**config.mk**
```make
export PLATFORM = sky130hd
export DESIGN_NAME = fpf_bus_codec
export DESIGN_NICKNAME = d
export VERILOG_FILES = /design/src/rtl/fpf_pkg.sv /design/src/rtl/fpf_group_enc.sv /design/src/rtl/fpf_group_dec.sv /design/src/rtl/fpf_junction.sv /design/src/rtl/fpf_bus_codec.sv
export SDC_FILE = /design/constraint.sdc
export NUM_CORES = 1
export LEC_CHECK = 0
export BUFFER_PORTS_ARGS = -buffer_cell sky130_fd_sc_hd__buf_2
export CORE_MARGIN = 8
export CORE_UTILIZATION = 40
export DETAILED_ROUTE_END_ITERATION = 10
export PLACE_DENSITY_LB_ADDON = 0.3
export RECOVER_POWER = 25
export SYNTH_ARGS = -nofsm -noshare
export SYNTH_HDL_FRONTEND = slang
export SYNTH_SLANG_ARGS = --single-unit
```
**constraint.sdc**
```tcl
create_clock -name vclk -period 0.95
set_input_delay 0.0475 -clock vclk [all_inputs]
set_output_delay 0.0475 -clock vclk [all_outputs]
set_load 0.1 [all_outputs]
```
**src/rtl/fpf_pkg.sv**
```systemverilog
package fpf_pkg;

    localparam int GRP_DW     = 4;
    localparam int GRP_CW     = 5;
    localparam int JCT_W      = 3;
    localparam int GRP_STRIDE = GRP_CW + JCT_W;
    localparam int CODE_SPACE = 1 << GRP_CW;

    typedef logic [GRP_DW-1:0] nib_t;
    typedef logic [GRP_CW-1:0] cw_t;

    typedef struct packed {
        logic hit;
        nib_t val;
    } dec_res_t;

    // True when three neighbouring wires hold neither 010 nor 101
    function automatic logic window_ok(input logic [2:0] w);
        return !((w == 3'b010) || (w == 3'b101));
    endfunction

    function automatic logic cw_clean(input cw_t c);
        logic ok;
        ok = 1'b1;
        for (int i = 0; i <= GRP_CW - 3; i++) begin
            if (!window_ok(c[i +: 3])) ok = 1'b0;
        end
        return ok;
    endfunction

    // Rank-ordered code: data k -> k-th clean word in ascending order
    function automatic cw_t enc_nib(input nib_t d);
        int   rank;
        cw_t  res;
        cw_t  cand;
        rank = 0;
        res  = '0;
        for (int v = 0; v < CODE_SPACE; v++) begin
            cand = cw_t'(v);
            if (cw_clean(cand)) begin
                if (rank == int'(d)) res = cand;
                rank++;
            end
        end
        return res;
    endfunction

    function automatic dec_res_t dec_cw(input cw_t c);
        int       rank;
        dec_res_t res;
        cw_t      cand;
        rank = 0;
        res  = '0;
        for (int v = 0; v < CODE_SPACE; v++) begin
            cand = cw_t'(v);
            if (cw_clean(cand)) begin
                if (cand == c) begin
                    res.hit = 1'b1;
                    res.val = nib_t'(rank);
                end
                rank++;
            end
        end
        return res;
    endfunction

endpackage

```
**src/rtl/fpf_group_enc.sv**
```systemverilog
module fpf_group_enc
    import fpf_pkg::*;
(
    input  nib_t nib,
    output cw_t  cw
);
    always_comb cw = enc_nib(nib);
endmodule

```
**src/rtl/fpf_group_dec.sv**
```systemverilog
module fpf_group_dec
    import fpf_pkg::*;
(
    input  cw_t  cw,
    output nib_t nib
);
    dec_res_t res;

    always_comb begin
        res = dec_cw(cw);
        nib = res.hit ? res.val : '0;
    end
endmodule

```
**src/rtl/fpf_junction.sv**
```systemverilog
module fpf_junction
    import fpf_pkg::*;
(
    input  logic             left_edge,
    input  logic             right_edge,
    output logic [JCT_W-1:0] jw
);
    // Lowest junction wire touches the left group, highest the right group
    always_comb begin
        jw          = {JCT_W{left_edge}};
        jw[JCT_W-1] = right_edge;
    end
endmodule

```
**src/rtl/fpf_bus_codec.sv**
```systemverilog
module fpf_bus_codec
    import fpf_pkg::*;
#(
    parameter  int DATA_W = 16,
    localparam int NGRP   = DATA_W / GRP_DW,
    localparam int BUS_W  = NGRP * GRP_CW + (NGRP - 1) * JCT_W
) (
    input  logic [DATA_W-1:0] enc_data,
    output logic [BUS_W-1:0]  enc_bus,
    input  logic [BUS_W-1:0]  dec_bus,
    output logic [DATA_W-1:0] dec_data
);

    if ((DATA_W % GRP_DW) != 0 || DATA_W < GRP_DW) begin : g_bad_width
        $error("DATA_W must be a positive multiple of 4");
    end

    cw_t enc_cw [NGRP];

    for (genvar g = 0; g < NGRP; g++) begin : g_grp
        fpf_group_enc u_enc (
            .nib (enc_data[g*GRP_DW +: GRP_DW]),
            .cw  (enc_cw[g])
        );
        assign enc_bus[g*GRP_STRIDE +: GRP_CW] = enc_cw[g];

        fpf_group_dec u_dec (
            .cw  (dec_bus[g*GRP_STRIDE +: GRP_CW]),
            .nib (dec_data[g*GRP_DW +: GRP_DW])
        );

        if (g < NGRP - 1) begin : g_jct
            logic [JCT_W-1:0] jct_w;
            logic [JCT_W-1:0] rx_jct_unused;

            fpf_junction u_jct (
                .left_edge  (enc_cw[g][GRP_CW-1]),
                .right_edge (enc_cw[g+1][0]),
                .jw         (jct_w)
            );
            assign enc_bus[g*GRP_STRIDE + GRP_CW +: JCT_W] = jct_w;
            assign rx_jct_unused = dec_bus[g*GRP_STRIDE + GRP_CW +: JCT_W];
        end
    end

endmodule

```
==> out/metrics.yaml, run 1 <==
synth:
  synth_fp_nets: 206
  synth_top_area_cell: "o21ai_0"
  synth_area_leaders: "o21ai_0 15%, buf_4 12%, a21oi_1 9.2%"
  ys_warn_count: 0
  yosysSeqAreaShare_pct: 0
  yosysMostFrequentCell: "o21ai_0"
  synthCells: 161
  synthTopCellsByCount: "30 x o21ai_0, 18 x a21oi_1, 18 x inv_1, 15 x buf_4, 8 x xnor2_1"
  ys_types: 32
  syn_area_per_cell_um2: 6.08
  synth_top_area_share_pct: 15.3
  synth_area_um2: 978
die:
  die_h_um: 65.5
  ios: 90
  die_w_um: 65.5
  start_util_pct: 41.0
  placementRows: 18
outcome:
  failing_step: "detailed placement (3_5_place_dp)"
  stop_error: "[ERROR DPL-0038] Utilization greater than 100%, impossible to legalize"
  status: "did not finish"
placement:
  place_congestion: 0.888
  portBuffers: 81
-- cell families after synthesis --
logic type	Yosys count	synth area share, %
compound gates	74	45.1
buf+inv	44	24.8
simple gates	35	22.9
xor+xnor	8	7.16
-- per-stage QoR --
step	area (µm²)	setup slack, ps	setup TNS, ps
after global placement	2570	-203	-603
after floorplan	1450	-205	-1460
==> inputs of run 2 (changes only) <==
Settings changed: CORE_UTILIZATION 40 to 25, PLACE_DENSITY_LB_ADDON 0.3 to 0.15.
==> out/metrics.yaml, run 2 <==
detailed_routing:
  avgViaCountPerCell: 4.96
  drc_errors: 0
  drtAntennaViolNets: 0
  drtIter0Drc: 62
  num_vias: 1567
  routed_wl_um: 4960
  wl_per_cell_um: 15.7
  drtPass1Iterations: 4
clocking:
  hold_buffers: 0
cells_and_area:
  seq_cells: 0
  layout_common_cells: "49 x buf_4, 42 x buf_12, 28 x buf_2, 16 x inv_1, 14 x o21ai_4"
  n_fill_cell: 235
  regArea_um2: 0
  utilization_pct: 79.0
  final_common_cell: "buf_4"
  diodes: 0
  syn2layout_area_growth_pct: 200
  multi_input_area_um2: 1300
  nNetsFinal: 315
  design_area_um2: 2940
  clock_buffers: 0
  drive_gt1_share_pct: 75.7
synth:
  synthTopCellsByCount: "30 x o21ai_0, 18 x a21oi_1, 18 x inv_1, 15 x buf_4, 8 x xnor2_1"  # unchanged
  synth_top_area_share_pct: 15.3  # unchanged
  synth_area_um2: 978  # unchanged
  synth_fp_nets: 206  # unchanged
  ys_types: 32  # unchanged
  syn_area_per_cell_um2: 6.08  # unchanged
  ys_warn_count: 0  # unchanged
  yosysMostFrequentCell: "o21ai_0"  # unchanged
  synth_area_leaders: "o21ai_0 15%, buf_4 12%, a21oi_1 9.2%"  # unchanged
  yosysSeqAreaShare_pct: 0  # unchanged
  synth_top_area_cell: "o21ai_0"  # unchanged
  synthCells: 161  # unchanged
pwr:
  irDropWorstVdd_mv: 0.533
  powerDensity_nw_per_um2: 1040
  p_leak_nw: 1.30
timing:
  finalMaxSlewViolations: 0
  hold_viol_final: 0
  holdWs_ps: 478
  setup_viol: 8
  timing.final.ws_setup_ps: -79.5
  tightest_slew_ps: 549
  period_minus_slack_ps: 1030
  rsz0062_at_grt: "true"
  timing.fmax_mhz: 971
  max-slew-margin-rel_pct: 63.5
  fin_crit_sh_pct: 108
placement:
  portBuffers: 81  # unchanged
  hpwl_um: 3870
  place_congestion: 0.764  # was 0.888
  placed_area_um2: 2640
die:
  coreArea_um2: 3720
  die_h_um: 78.6  # was 65.5 µm
  placementRows: 22  # was 18
  ios: 90  # unchanged
  die_w_um: 78.6  # was 65.5 µm
  dieArea_um2: 6170
  start_util_pct: 26.3  # was 41.0%
worst_setup_path:
  required_ps: 900
  startpoint_type: "input port"
  crit_arrival_ps: 980
  critPathKind: "in -> out"
  worstSetupEndpointType: "output port"
  worst-path-max-fanout: 4
global_route:
  groute.usage.overall_pct: 14.5
  grt_pass1_vias: 1641
  overflow: 0
  antenna_found_initial: 0
  grt_max_degree: 9
  grt_pass1_wl_um: 7750
outcome:
  status: "complete, but fails checks"  # was did not finish
  violations: "negative setup slack"
run:
  cap_violations: 0
min_path:
  hold_path.class: "in -> out"
-- run 2: final timing paths --
kind   startpoint            to  slack [ps]  cells after the start
max   dec_bus[26]  dec_data[12]         -80                      5
min   dec_bus[20]  dec_data[11]         480                      3
-- run 2: stage by stage --
stage | setup TNS, ps | worst slack (ps) | cells | power [mW]
2_1_floorplan | -1460 | -205 | 161 | 1.90
3_3_place_gp | -789 | -224 | 306 | 2.88
3_5_place_dp | -1020 | -224 | 306 | 2.91
4_1_cts | -320 | -90.8 | 311 | 3.05
5_1_grt | -576 | -96.2 | 316 | 3.15
6_report | -218 | -79.5 | 316 | 3.05
-- run 2: worst max-delay path, stage by stage --
cell	delay, ps
buf_8	100
and3_4	170
or3_4	360
o31a_4	120
buf_12	170
-- run 2: kinds of logic after synthesis --
logic type | after synthesis | share of synthesized area (%)
buf+inv | 44 | 24.8
simple gates | 35 | 22.9
xor+xnor | 8 | 7.16
compound gates | 74 | 45.1
-- run 2: area by class of cell --
type                       count  share of cell area, %
multi-input combinational    117                   44.2
inverter                      18                   2.30
timing repair buffer         133                   51.5
tap                           48                   2.05
-- run 2: per-layer routing --
layer / vias to the layer above / track usage [%] / wire length, µm
li1: 780 / - / -
met1: 727 / 16.1 / 1940
met2: 54 / 28.0 / 2670
met3: 6 / 2.62 / 273
met4: 0 / 2.04 / 72
met5: - / 0 / 0
-- run 2: what timing repair did --
| item | CTS | global route |
|---|---|---|
| pin swaps | 14 | 11 |
| buffers inserted | 5 | 5 |
| endpoints found under the setup margin | 13 | 17 |
| gates resized for setup | 58 | 20 |
-- run 2: where the power goes --
group	internal (mW)	switching, mW
logic	1.16	1.89
clock network	0	0
registers	0	0
(Power assumes the default switching activity.)
